==> config.mk <==
export PLATFORM = sky130hd
export DESIGN_NAME = pulse_word_ctrl
export DESIGN_NICKNAME = d
export VERILOG_FILES = /design/src/rtl/pwc_pkg.sv /design/src/rtl/pwc_sync.sv /design/src/rtl/pwc_framer.sv /design/src/rtl/pwc_regfile.sv /design/src/rtl/pulse_word_ctrl.sv
export SDC_FILE = /design/constraint.sdc
export NUM_CORES = 1
export LEC_CHECK = 0
export BUFFER_PORTS_ARGS = -buffer_cell sky130_fd_sc_hd__buf_2
export CAP_MARGIN = 20
export CORE_ASPECT_RATIO = 1.4
export CORE_UTILIZATION = 36
export CTS_BUF_LIST = sky130_fd_sc_hd__clkbuf_2 sky130_fd_sc_hd__clkbuf_4 sky130_fd_sc_hd__clkbuf_8
export CTS_CLUSTER_SIZE = 24
export DETAILED_ROUTE_END_ITERATION = 8
export SYNTH_ARGS = -nofsm -noshare
export SYNTH_HDL_FRONTEND = slang
export SYNTH_SLANG_ARGS = --single-unit
==> constraint.sdc <==
create_clock -name clk -period 2.2 [get_ports clk]
set_input_delay 0.22 -clock clk [delete_from_list [all_inputs] [get_ports clk]]
set_output_delay 0.22 -clock clk [all_outputs]
set_load 0.01 [all_outputs]
==> src/rtl/pwc_pkg.sv <==
package pwc_pkg;

    localparam int NUM_REGS = 5;

    typedef enum logic [2:0] {
        IDX_FLASH  = 3'd0,
        IDX_TORCH  = 3'd1,
        IDX_TDUR   = 3'd2,
        IDX_TCUR   = 3'd3,
        IDX_LOWBAT = 3'd4
    } reg_idx_e;

    // Level and rising-edge view of one synchronized input
    typedef struct packed {
        logic lvl;
        logic rise;
    } edge_t;

    // Power-up / shutdown value of each control register
    function automatic int reg_default(input int idx);
        case (idx)
            int'(IDX_TDUR):   return 6;
            int'(IDX_TCUR):   return 4;
            int'(IDX_LOWBAT): return 3;
            default:          return 0;
        endcase
    endfunction

endpackage

==> src/rtl/pwc_sync.sv <==
module pwc_sync
    import pwc_pkg::*;
#(
    parameter int STAGES = 2
) (
    input  logic  clk,
    input  logic  rst,
    input  logic  d,
    output edge_t q
);
    logic [STAGES-1:0] sh;
    logic              prev;

    always_ff @(posedge clk) begin
        if (rst) begin
            sh   <= '0;
            prev <= 1'b0;
        end else begin
            sh   <= {sh[STAGES-2:0], d};
            prev <= sh[STAGES-1];
        end
    end

    assign q.lvl  = sh[STAGES-1];
    assign q.rise = sh[STAGES-1] & ~prev;

endmodule

==> src/rtl/pwc_framer.sv <==
module pwc_framer
    import pwc_pkg::*;
#(
    parameter int CNT_W    = 5,
    parameter int GAP_CYC  = 64,
    parameter int SHDN_CYC = 4096
) (
    input  logic             clk,
    input  logic             rst,
    input  edge_t            line,
    output logic             dev_en,
    output logic             shdn,
    output logic             word_vld,
    output logic [CNT_W-1:0] word_val
);
    localparam int GW = $clog2(GAP_CYC + 1);
    localparam int SW = $clog2(SHDN_CYC + 1);
    localparam logic [CNT_W-1:0] CMAX = {CNT_W{1'b1}};

    logic [CNT_W-1:0] cnt;
    logic [GW-1:0]    idle;
    logic [SW-1:0]    low;
    logic             gap_hit;
    logic             low_hit;

    assign gap_hit = dev_en && line.lvl && !line.rise
                     && (idle == GW'(GAP_CYC - 1)) && (cnt != '0);
    assign low_hit = dev_en && !line.lvl && (low == SW'(SHDN_CYC - 1));

    always_ff @(posedge clk) begin
        if (rst) begin
            dev_en   <= 1'b0;
            shdn     <= 1'b0;
            word_vld <= 1'b0;
            word_val <= '0;
            cnt      <= '0;
            idle     <= '0;
            low      <= '0;
        end else begin
            word_vld <= 1'b0;
            shdn     <= 1'b0;
            if (!dev_en) begin
                // Wake edge enables the device but is not counted
                cnt  <= '0;
                idle <= '0;
                low  <= '0;
                if (line.rise) dev_en <= 1'b1;
            end else begin
                if (line.rise)                                  idle <= '0;
                else if (line.lvl && idle != GW'(GAP_CYC))      idle <= idle + 1'b1;

                if (line.lvl)                                   low <= '0;
                else if (low != SW'(SHDN_CYC))                  low <= low + 1'b1;

                if (low_hit) begin
                    dev_en <= 1'b0;
                    shdn   <= 1'b1;
                    cnt    <= '0;
                end else if (line.rise) begin
                    if (cnt != CMAX) cnt <= cnt + 1'b1;
                end else if (gap_hit) begin
                    word_vld <= 1'b1;
                    word_val <= cnt;
                    cnt      <= '0;
                end
            end
        end
    end

    // a closed word always carries at least one pulse
    p_word_nonzero_r3: assert property (@(posedge clk) disable iff (rst)
        word_vld |-> (word_val != '0));

    // the shutdown pulse coincides with the device being disabled
    p_shdn_disables_r8: assert property (@(posedge clk) disable iff (rst)
        shdn |-> !dev_en);

endmodule

==> src/rtl/pwc_regfile.sv <==
module pwc_regfile
    import pwc_pkg::*;
#(
    parameter int CNT_W = 5
) (
    input  logic                               clk,
    input  logic                               rst,
    input  logic                               shdn,
    input  logic                               word_vld,
    input  logic [CNT_W-1:0]                   word_val,
    input  logic                               fen_lvl,
    input  logic                               fen_start,
    output logic [NUM_REGS-1:0][CNT_W-1:0]     regs,
    output logic                               flash_on,
    output logic                               wr_stb
);
    logic [NUM_REGS-1:0][CNT_W-1:0] dflt;
    logic                           pending;
    logic [CNT_W-1:0]               paddr;
    logic                           addr_ok;

    always_comb begin
        for (int i = 0; i < NUM_REGS; i++) dflt[i] = CNT_W'(reg_default(i));
    end

    assign addr_ok = (paddr != '0) && (paddr <= CNT_W'(NUM_REGS));

    always_ff @(posedge clk) begin
        if (rst) begin
            regs     <= dflt;
            pending  <= 1'b0;
            paddr    <= '0;
            flash_on <= 1'b0;
            wr_stb   <= 1'b0;
        end else begin
            wr_stb <= 1'b0;
            if (shdn) begin
                regs    <= dflt;
                pending <= 1'b0;
            end else if (word_vld) begin
                if (!pending) begin
                    pending <= 1'b1;
                    paddr   <= word_val;
                end else begin
                    pending <= 1'b0;
                    for (int i = 0; i < NUM_REGS; i++) begin
                        if (paddr == CNT_W'(i + 1)) regs[i] <= word_val;
                    end
                    if (addr_ok) wr_stb <= 1'b1;
                end
            end
            // Flash termination takes priority over a same-cycle write
            if (flash_on && !fen_lvl) begin
                flash_on        <= 1'b0;
                regs[IDX_FLASH] <= '0;
            end else if (fen_start) begin
                flash_on <= 1'b1;
            end
        end
    end

    // the strobe never lasts two cycles
    p_stb_single_r7: assert property (@(posedge clk) disable iff (rst)
        wr_stb |=> !wr_stb);

    // a strobe only follows a closed word
    p_stb_after_word_r7: assert property (@(posedge clk) disable iff (rst)
        wr_stb |-> $past(word_vld));

    // shutdown restores every register default
    p_shdn_defaults_r8: assert property (@(posedge clk) disable iff (rst)
        shdn |=> (regs == dflt));

    // a trigger edge turns flash on
    p_flash_start_r9: assert property (@(posedge clk) disable iff (rst)
        fen_start |=> flash_on);

    // both triggers low ends flash and clears its level
    p_flash_end_r10: assert property (@(posedge clk) disable iff (rst)
        (flash_on && !fen_lvl) |=> (!flash_on && regs[IDX_FLASH] == '0));

endmodule

==> src/rtl/pulse_word_ctrl.sv <==
module pulse_word_ctrl
    import pwc_pkg::*;
#(
    parameter int CNT_W    = 5,
    parameter int GAP_CYC  = 64,
    parameter int SHDN_CYC = 4096
) (
    input  logic             clk,
    input  logic             rst,
    input  logic             dc_line_i,
    input  logic             fen_a_i,
    input  logic             fen_b_i,
    output logic             dev_en_o,
    output logic             flash_on_o,
    output logic             wr_stb_o,
    output logic [CNT_W-1:0] flash_lvl_o,
    output logic [CNT_W-1:0] torch_lvl_o,
    output logic [CNT_W-1:0] tmr_dur_o,
    output logic [CNT_W-1:0] tmr_cur_o,
    output logic [CNT_W-1:0] lowbat_o
);
    localparam int N_IN = 3;

    logic [N_IN-1:0] raw;
    edge_t           sig [N_IN];

    assign raw = {fen_b_i, fen_a_i, dc_line_i};

    for (genvar g = 0; g < N_IN; g++) begin : g_sync
        pwc_sync #(.STAGES(2)) u_sync (
            .clk (clk),
            .rst (rst),
            .d   (raw[g]),
            .q   (sig[g])
        );
    end

    logic                           shdn;
    logic                           word_vld;
    logic [CNT_W-1:0]               word_val;
    logic [NUM_REGS-1:0][CNT_W-1:0] regs;

    pwc_framer #(
        .CNT_W    (CNT_W),
        .GAP_CYC  (GAP_CYC),
        .SHDN_CYC (SHDN_CYC)
    ) u_framer (
        .clk      (clk),
        .rst      (rst),
        .line     (sig[0]),
        .dev_en   (dev_en_o),
        .shdn     (shdn),
        .word_vld (word_vld),
        .word_val (word_val)
    );

    pwc_regfile #(.CNT_W(CNT_W)) u_regs (
        .clk       (clk),
        .rst       (rst),
        .shdn      (shdn),
        .word_vld  (word_vld),
        .word_val  (word_val),
        .fen_lvl   (sig[1].lvl | sig[2].lvl),
        .fen_start (sig[1].rise | sig[2].rise),
        .regs      (regs),
        .flash_on  (flash_on_o),
        .wr_stb    (wr_stb_o)
    );

    assign flash_lvl_o = regs[IDX_FLASH];
    assign torch_lvl_o = regs[IDX_TORCH];
    assign tmr_dur_o   = regs[IDX_TDUR];
    assign tmr_cur_o   = regs[IDX_TCUR];
    assign lowbat_o    = regs[IDX_LOWBAT];

endmodule

-- Word-level counts from Yosys, hierarchy flattened
Index checks and enable logic that the tools add are counted.
- $mul: 0
- $add $sub $neg: 3
- shift operators: 0
- reduce and logical (&&, ||, !) cells: 32
- eq/ne operators: 11
- $lt $le $gt $ge: 1
- mux-type cells: 10
- bitwise logic cells: 14
- div/mod/pow operators: 0
- operator list (kind ; number):
    3-bit AND reduction ; 6
    5-bit two-way mux ; 3
    13-bit by 1-bit adder with 13-bit output (second input constant) ; 1
    13-bit by 12-bit equality test with 1-bit output (second input constant) ; 1
    13-bit != test (second input constant) ; 1
    3-bit OR reduction ; 4
    5-bit by 2-bit equality test with 1-bit output (second input constant) ; 2
    5-bit by 3-bit equality test with 1-bit output (second input constant) ; 2
    5-bit nonzero test ; 2
    1-bit logical AND ; 9
    1-bit NOT ; 9
    4-bit OR reduction ; 2
    7-bit by 1-bit adder with 7-bit output (second input constant) ; 1
    7-bit by 6-bit equality test with 1-bit output (second input constant) ; 1
    1-bit two-way mux ; 7
    7-bit != test (second input constant) ; 1
    2-bit OR reduction ; 3
    5-bit by 1-bit adder with 5-bit output (second input constant) ; 1
    5-bit by 1-bit equality test with 1-bit output (second input constant) ; 1
    5-bit by 3-bit less-or-equal comparator with 1-bit output (second input constant) ; 1
    5-bit != test (second input constant) ; 1
    4-bit AND reduction ; 1
    1-bit AND ; 3
    1-bit logical NOT ; 3
    other kinds (4) ; 5
- latch bits: 0
- memory bits (read-only): 0
- word-level logic and storage cells: 93
- flip-flop bits (word level): 75
- memory bits (writable): 0
- memories: 0
- output and inout bits: 28
- input port bits: 5

-- Logic depth before layout (Yosys ltp)
Gate-level depths: netlist of the first run.
- depth in word-level cells: 8
- gate-level depth with buffers: 8
- depth with buffers taken out: 7

-- By module
A second synthesis of the first run with hierarchy kept.
- cell total of the unflattened synthesis: 332
- area total of the unflattened synthesis: 3220.6 um^2
- by module, submodules not included (module ; area an instance (um^2) ; instances ; cells an instance):
    pwc_framer ; 1534.0 ; 1 ; 171
    pwc_regfile ; 1388.8 ; 1 ; 135
    pwc_sync ; 95.1 ; 3 ; 8
    pulse_word_ctrl ; 12.5 ; 1 ; 2

-- Worst setup path after synthesis of the first run
Ideal clock, no wire load.
- kind: register to register
- start: register u_framer.cnt[0]
- end: register u_framer.cnt[3]
- arrival: 1740 ps
- setup time: 70 ps
- buffers on the path: 1
- clock period less this slack: 1810 ps
- slack: 390 ps
- data required time: 2130 ps
- stages on the path, launching flop included: 9
- cell sequence: dfxtp_1 ha_1 and3_1 ha_1 or3b_1 clkbuf_1 nor3_1 a31oi_1 a21oi_1
- cells in the longest elaborated chain, start to end: 4
- RTL lines (what ; line ; source):
    start: declaration ; pwc_framer.sv:20 ; logic [CNT_W-1:0] cnt;
    start signal: assignment ; pwc_framer.sv:60 ; if (cnt != CMAX) cnt <= cnt + 1'b1;
    parallel branches: the longest is 4 deep, another holds 5-bit by 1-bit adder with 5-bit output ; - ;
Parallel ways; which one is timed is not known. The select of a mux whose other input is x is not followed.
A chain may end at the register's enable or synchronous reset.

-- Worst setup path in the final report of the first run
Same ends and word-level chain as after synthesis.

==> results.md, run 1 <==
- Horizontal die dimension: 80.1 um
- Final GP Congestion: 0.760
- Count of endpoints failing hold in the final timing report: 0
- Initial Util: 0.375
- Min-delay worst type: primary input to flop
- Final clock period utilization by the worst path: 0.865
- Critical Path Sink: u_framer.cnt[3]
- Max-cap check violation count: 0
- Total routing usage reported by global routing: 0.142
- Slew at the pin closest to its max-slew limit: 540 ps
- Peak VDD IR: 423 uV
- # fillers: 805
- Sequential share of the synthesized area: 0.488
- Slowest library cell on the worst path: sky130_fd_sc_hd__or3b_1
- TritonRoute pass-1 iters: 4
- Startpoint of the worst setup timing path: u_framer.cnt[0]
- Total nets after synthesis: 326
- Number of instances in the synthesized netlist: 314
- PostCTS Resize Cnt: 0
- Remaining antenna violation count after routing: 0
- CTS tree: built
- Die Y-Extent: 111 um
- Maximum number of pins on one net before global-route repair: 18
- Number of distinct library cell variants in the gate-level netlist after synthesis: 42
- CTS Hold Buffers Added: 0
- Reg2Reg Depth: 7
- Startpoint class of the critical path: flop
- Number of antenna violations at the first check in global routing: 0
- Upper clock frequency limit: 0.525 GHz
- Run status: finished clean
- Global-route wire length before repair: 9760 um
- Netlist area before placement: 3070 sq um
- Final number of setup-violating endpoints: 0
- Post-Place Setup Slack: 328 ps
- Worst min-delay path startpoint: fen_a_i
- Endpoint kind of the worst setup timing path: flop
- Critical path's largest stage delay: 490 ps
- Wirelength per Cell: 12.6 um
- Total congestion overflow after global routing: 0
- Source of the worst register-to-register timing path: u_framer.cnt[0]
- Die ar.: 8920 sq um
- Number of flops mapped to enable cells by yosys: 0
- Port bufs: 32
- Worst setup slack after layout: 296 ps
- Non-filler instance count after layout: 454
- Synth warnings: 0
- Worst slew margin relative to its limit: 0.638
- Mean number of vias per cell: 4.81
- Arrival @ worst endpoint: 2180 ps
- Biggest fanout along the worst timing path: 7
- Leakage power: 1.37 nW
- Number of buffers on the longest clock path: 2
- Setup repair after global routing missed its margin: no
- Crit-path cells: ha_1 > and3_1 > ha_1 > or3b_1 > nor3_1 > a31oi_1 > a21oi_1
- DR iter-0 viols: 60
- Final core utilization: 0.436
- HPWL Detailed: 4140 um
- Max Clock Skew: 5.31 ps
- Pwr per Cell Area: 758 nW/um^2
- Clock latency of the later-clocked register in the worst-skew pair: 340 ps
- Post-layout net count: 359
- Average cell area after synthesis: 9.79 sq um
- Total vias in the final route: 2185
- Total Power Consumption: 0.00271 W
- Critical R2R Capture: u_framer.cnt[3]
- H-tree depth: 3
- Via count of the first global-routing pass: 2103
- Most frequent cell on the critical path: sky130_fd_sc_hd__ha_1
- Clock buffer count from CTS: 9
- Share of post-route cells with drive strength above 1: 0.173
- Post-CTS setup buffer count: 0
- Num rows: 39
- Drt drc: 0
- I/O pin cnt: 33
- Clock tree root driver cell: sky130_fd_sc_hd__clkbuf_8
- Antenna diodes: 0
- Max-slew violation count: 0
- Share of async-settable or async-resettable flops after synthesis: 0
- Area of the core region: 8200 sq um
- Clock-pin slew on the worst setup and hold paths: 80 ps
- Register bit count reported by yosys: 75
- Cell total after placement: 438
- Post-Route WL: 5740 um
- Worst reg-to-reg setup slack: 300 ps
- Area grow syn2layout: 16.2%
- Post-layout min period: 1900 ps
- Setup TNS: 0 ps
- Clock tree sinks: 75
- Commonest register cell after synthesis: sky130_fd_sc_hd__dfxtp_1
- Required time at the endpoint of the critical path: 2480 ps
- Critical setup path kind: flop to flop
==> metal layers <==
metal	global-route usage	wire (um)	vias up
li1	-	-	1132
met1	0.159	2530	1008
met2	0.246	2900	39
met3	0.0459	242	6
met4	0.0536	71	0
met5	0	0	-
==> worst min-delay path by stage <==
stage / depth (start not counted) / end
after floorplan: 1 / g_sync[2].u_sync.prev
after global placement: 1 / g_sync[1].u_sync.sh[1]
after detailed placement: 1 / g_sync[2].u_sync.sh[1]
after CTS: 2 / g_sync[1].u_sync.sh[0]
after global routing: 2 / g_sync[2].u_sync.sh[0]
final: 2 / g_sync[1].u_sync.sh[0]
==> worst max-delay path: cells and delay by family, from the launching register on <==
kind                     cells  cell delay (ps)
AND/OR/NAND/NOR              3              870
adder cells (fa/ha/maj)      2              410
flip-flops                   1              350
AO/OA/AOI/OAI                2              210
==> where the power goes <==
group          internal, W  switching (W)
sequential         0.00137     0.00000591
clock             0.000783       0.000498
combinational    0.0000189      0.0000329
==> placed cells by master (no fill, tap or decap), types with 4 or more instances in the layout <==
| cell | count |
|---|---|
| sky130_fd_sc_hd__a21oi_1 | 9 |
| sky130_fd_sc_hd__buf_2 | 32 |
| sky130_fd_sc_hd__clkbuf_8 | 10 |
| sky130_fd_sc_hd__dfxtp_1 | 75 |
| sky130_fd_sc_hd__ha_1 | 7 |
| sky130_fd_sc_hd__inv_1 | 10 |
| sky130_fd_sc_hd__mux2i_1 | 37 |
| sky130_fd_sc_hd__nand2_1 | 15 |
| sky130_fd_sc_hd__nand2b_1 | 6 |
| sky130_fd_sc_hd__nand3_1 | 13 |
| sky130_fd_sc_hd__nand4_1 | 4 |
| sky130_fd_sc_hd__nor2_1 | 54 |
| sky130_fd_sc_hd__nor2b_1 | 11 |
| sky130_fd_sc_hd__nor3_1 | 4 |
| sky130_fd_sc_hd__nor4b_1 | 4 |
| sky130_fd_sc_hd__o21ai_0 | 5 |
| sky130_fd_sc_hd__xnor2_1 | 8 |
| sky130_fd_sc_hd__xor2_1 | 7 |
==> state kept, by name, summed over array words and instances, names as in the netlist <==
signal and cells:
u_regs.flash_on 1, u_framer.shdn 1, u_framer.cnt 5, u_regs.pending 1
u_regs.paddr 5, u_framer.word_vld 1, u_regs.wr_stb 1, u_regs.regs 25
u_framer.word_val 5, g_sync.u_sync.sh 6, u_framer.dev_en 1, u_framer.idle 7
g_sync.u_sync.prev 3, u_framer.low 13
==> cells in the mapped netlist (3+ instances only) <==
master | count | share of area
sky130_fd_sc_hd__xnor2_1 | 8 | 0.023
sky130_fd_sc_hd__a31oi_1 | 3 | 0.0061
sky130_fd_sc_hd__xor2_1 | 7 | 0.020
sky130_fd_sc_hd__o21ai_0 | 5 | 0.0081
sky130_fd_sc_hd__ha_1 | 7 | 0.028
sky130_fd_sc_hd__nand3_1 | 13 | 0.021
sky130_fd_sc_hd__nor3_1 | 4 | 0.0065
sky130_fd_sc_hd__dfxtp_1 | 75 | 0.49
sky130_fd_sc_hd__nor2_1 | 54 | 0.066
sky130_fd_sc_hd__or3_1 | 3 | 0.0061
sky130_fd_sc_hd__nor2b_1 | 11 | 0.022
sky130_fd_sc_hd__a21oi_1 | 9 | 0.015
sky130_fd_sc_hd__inv_1 | 10 | 0.012
sky130_fd_sc_hd__nor4b_1 | 4 | 0.011
sky130_fd_sc_hd__nand2_1 | 15 | 0.018
sky130_fd_sc_hd__mux2i_1 | 37 | 0.12
sky130_fd_sc_hd__nand4_1 | 4 | 0.0081
sky130_fd_sc_hd__clkbuf_1 | 10 | 0.012
sky130_fd_sc_hd__nand2b_1 | 6 | 0.012
==> area by class of cell <==
| class | count | area, sq um | share of cell area |
|---|---|---|---|
| Multi-Input combinational cell | 217 | 1480 | 0.414 |
| Tap cell | 102 | 128 | 0.0357 |
| Clock inverter | 6 | 113 | 0.0315 |
| Sequential cell | 75 | 1500 | 0.420 |
| Inverter | 10 | 37.5 | 0.0105 |
| Clock buffer | 10 | 138 | 0.0385 |
| Timing Repair Buffer | 34 | 175 | 0.0491 |
==> cell families after synthesis <==
family | share of synthesized area
compound gates | 0.0415
xor+xnor | 0.0427
fa+ha+maj | 0.0285
buf+inv | 0.0305
flops | 0.488
mux | 0.120
simple gates | 0.248
==> metrics by stage <==
step	hold slack [ps]	area (sq um)
floorplan	292	3070
global placement	417	3320
detailed placement	424	3320
CTS	62.1	3570
global route	86.7	3570
finish	79.4	3570
Power figures use the tool's default switching activity.
==> inputs of run 2 (changes only) <==
CTS_BUF_LIST = default   (was sky130_fd_sc_hd__clkbuf_2 sky130_fd_sc_hd__clkbuf_4 sky130_fd_sc_hd__clkbuf_8)
SLEW_MARGIN = 5   (was default)
==> results.md, run 2 (synthesized netlist as in run 1, its figures left out) <==
- Post-layout net count: 359 (unchanged)
- Most used cells in the layout excluding fill and tap cells: 75 x sky130_fd_sc_hd__dfxtp_1, 54 x sky130_fd_sc_hd__nor2_1, 37 x sky130_fd_sc_hd__mux2i_1 (unchanged)
- Clock tree sinks: 75 (unchanged)
- Setup repair after global routing missed its margin: no (unchanged)
- Area of the core region: 8200 sq um (unchanged)
- Post-layout instance area: 3670 sq um (was 3570 sq um)
- Max Clock Skew: 3.09 ps (was 5.31 ps)
- Peak VDD IR: 489 uV (was 423 uV)
- Endpoint kind of the worst setup timing path: flop (unchanged)
- Post-layout min period: 1910 ps (was 1900 ps)
- Initial Util: 0.375 (unchanged)
- Final hold slack: 94.6 ps (was 79.4 ps)
- Slew at the pin closest to its max-slew limit: 511 ps (was 540 ps)
- Antenna diodes: 0 (unchanged)
- Maximum number of pins on one net before global-route repair: 18 (unchanged)
- Wirelength per Cell: 12.7 um (was 12.6 um)
- Horizontal die dimension: 80.1 um (unchanged)
- Remaining antenna violation count after routing: 0 (unchanged)
- Register name with the most flops: u_regs.regs (unchanged)
- Number of buffers on the longest clock path: 2 (unchanged)
- Leading cell type in the layout, fill and taps excluded: sky130_fd_sc_hd__dfxtp_1 (unchanged)
- Num rows: 39 (unchanged)
- Upper clock frequency limit: 0.523 GHz (was 0.525 GHz)
- Leading registers by flop count: u_regs.regs x25, u_framer.low x13, u_framer.idle x7 (unchanged)
- Pwr per Cell Area: 849 nW/um^2 (was 758 nW/um^2)
- Count of endpoints failing hold in the final timing report: 0 (unchanged)
- CTS tree: built (unchanged)
- Area grow syn2layout: 19.5% (was 16.2%)
- Share of post-route cells with drive strength above 1: 0.173 (unchanged)
- Worst slew margin relative to its limit: 0.657 (was 0.638)
- Via count of the first global-routing pass: 2120 (was 2103)
- Placement Cell Area: 3320 sq um (unchanged)
- Critical setup path kind: flop to flop (unchanged)
- PostCTS Resize Cnt: 0 (unchanged)
- Min-delay worst type: primary input to flop (unchanged)
- Number of antenna violations at the first check in global routing: 0 (unchanged)
- Post-Route WL: 5770 um (was 5740 um)
- Total vias in the final route: 2209 (was 2185)
- Biggest fanout along the worst timing path: 7 (unchanged)
- Setup TNS: 0 ps (unchanged)
- TritonRoute pass-1 iters: 4 (unchanged)
- Max FFs per register: 25 (unchanged)
- Global-route wire length before repair: 9790 um (was 9760 um)
- Total routing usage reported by global routing: 0.142 (about the same)
- Required time at the endpoint of the critical path: 2460 ps (was 2480 ps)
- Clock latency of the later-clocked register in the worst-skew pair: 330 ps (was 340 ps)
- Port bufs: 32 (unchanged)
- CTS Hold Buffers Added: 0 (unchanged)
- Clock-pin slew on the worst setup and hold paths: 60 ps (was 80 ps)
- Total congestion overflow after global routing: 0 (unchanged)
- I/O pin cnt: 33 (unchanged)
- Final GP Congestion: 0.760 (unchanged)
- Arrival @ worst endpoint: 2170 ps (was 2180 ps)
- Run status: finished clean (unchanged)
- Clock buffer count from CTS: 9 (unchanged)
- Max-slew violation count: 0 (unchanged)
- Mean number of vias per cell: 4.87 (was 4.81)
- HPWL Detailed: 4140 um (unchanged)
- Die Y-Extent: 111 um (unchanged)
- Post-CTS setup buffer count: 0 (unchanged)
- Leakage power: 1.42 nW (was 1.37 nW)
- Startpoint class of the critical path: flop (unchanged)
- Final number of setup-violating endpoints: 0 (unchanged)
- Max-cap check violation count: 0 (unchanged)
- H-tree depth: 3 (unchanged)
- Die ar.: 8920 sq um (unchanged)
- Drt drc: 0 (unchanged)
- Final clock period utilization by the worst path: 0.869 (was 0.865)
- DR iter-0 viols: 61 (was 60)
- Clock tree root driver cell: sky130_fd_sc_hd__clkbuf_16 (was sky130_fd_sc_hd__clkbuf_8)
## run 2: final timing paths
kind,start,to,slack [ps],cells after the start
max reg2reg,u_framer.cnt[0],u_framer.cnt[3],290,7
min reg2reg,g_sync[2].u_sync.sh[0],g_sync[2].u_sync.sh[1],430,1
min,fen_a_i,g_sync[1].u_sync.sh[0],90,2
max,u_framer.cnt[0],u_framer.cnt[3],290,7
## run 2: area by class of cell
| class | instances | area, sq um |
|---|---|---|
| Fill cell | 800 | 4530 |
| Tap cell | 102 | 128 |
| Multi-Input combinational cell | 217 | 1480 |
| Clock buffer | 10 | 239 |
| Inverter | 10 | 37.5 |
| Clock inverter | 6 | 113 |
| Sequential cell | 75 | 1500 |
| Timing Repair Buffer | 34 | 175 |
## run 2: worst max-delay path, cell delays in order, from the launching register on
cell and delay, ps:
sky130_fd_sc_hd__dfxtp_1 340, sky130_fd_sc_hd__ha_1 210, sky130_fd_sc_hd__and3_1 180, sky130_fd_sc_hd__ha_1 200
sky130_fd_sc_hd__or3b_1 490, sky130_fd_sc_hd__nor3_1 210, sky130_fd_sc_hd__a31oi_1 60, sky130_fd_sc_hd__a21oi_1 150
## run 2: per-layer routing
metal,wire (um),global-route usage
met5,0,0
met4,116,0.0750
met3,228,0.0336
met2,2940,0.251
met1,2480,0.155
## run 2: per-stage QoR
step,util,power (W),worst slack (ps),instances
2_1_floorplan,-,0.00144,390,314
3_3_place_gp,0.405,0.00146,348,438
3_5_place_dp,0.405,0.00146,328,438
4_1_cts,0.448,0.00316,309,454
5_1_grt,0.448,0.00322,170,454
6_report,0.448,0.00312,289,454
## run 2: power breakdown
group | internal (W) | switching, W | total (W)
sequential | 0.00137 | 0.00000589 | 0.00137
combinational | 0.0000189 | 0.0000329 | 0.0000518
clock | 0.00114 | 0.000553 | 0.00169
total | 0.00252 | 0.000592 | 0.00312
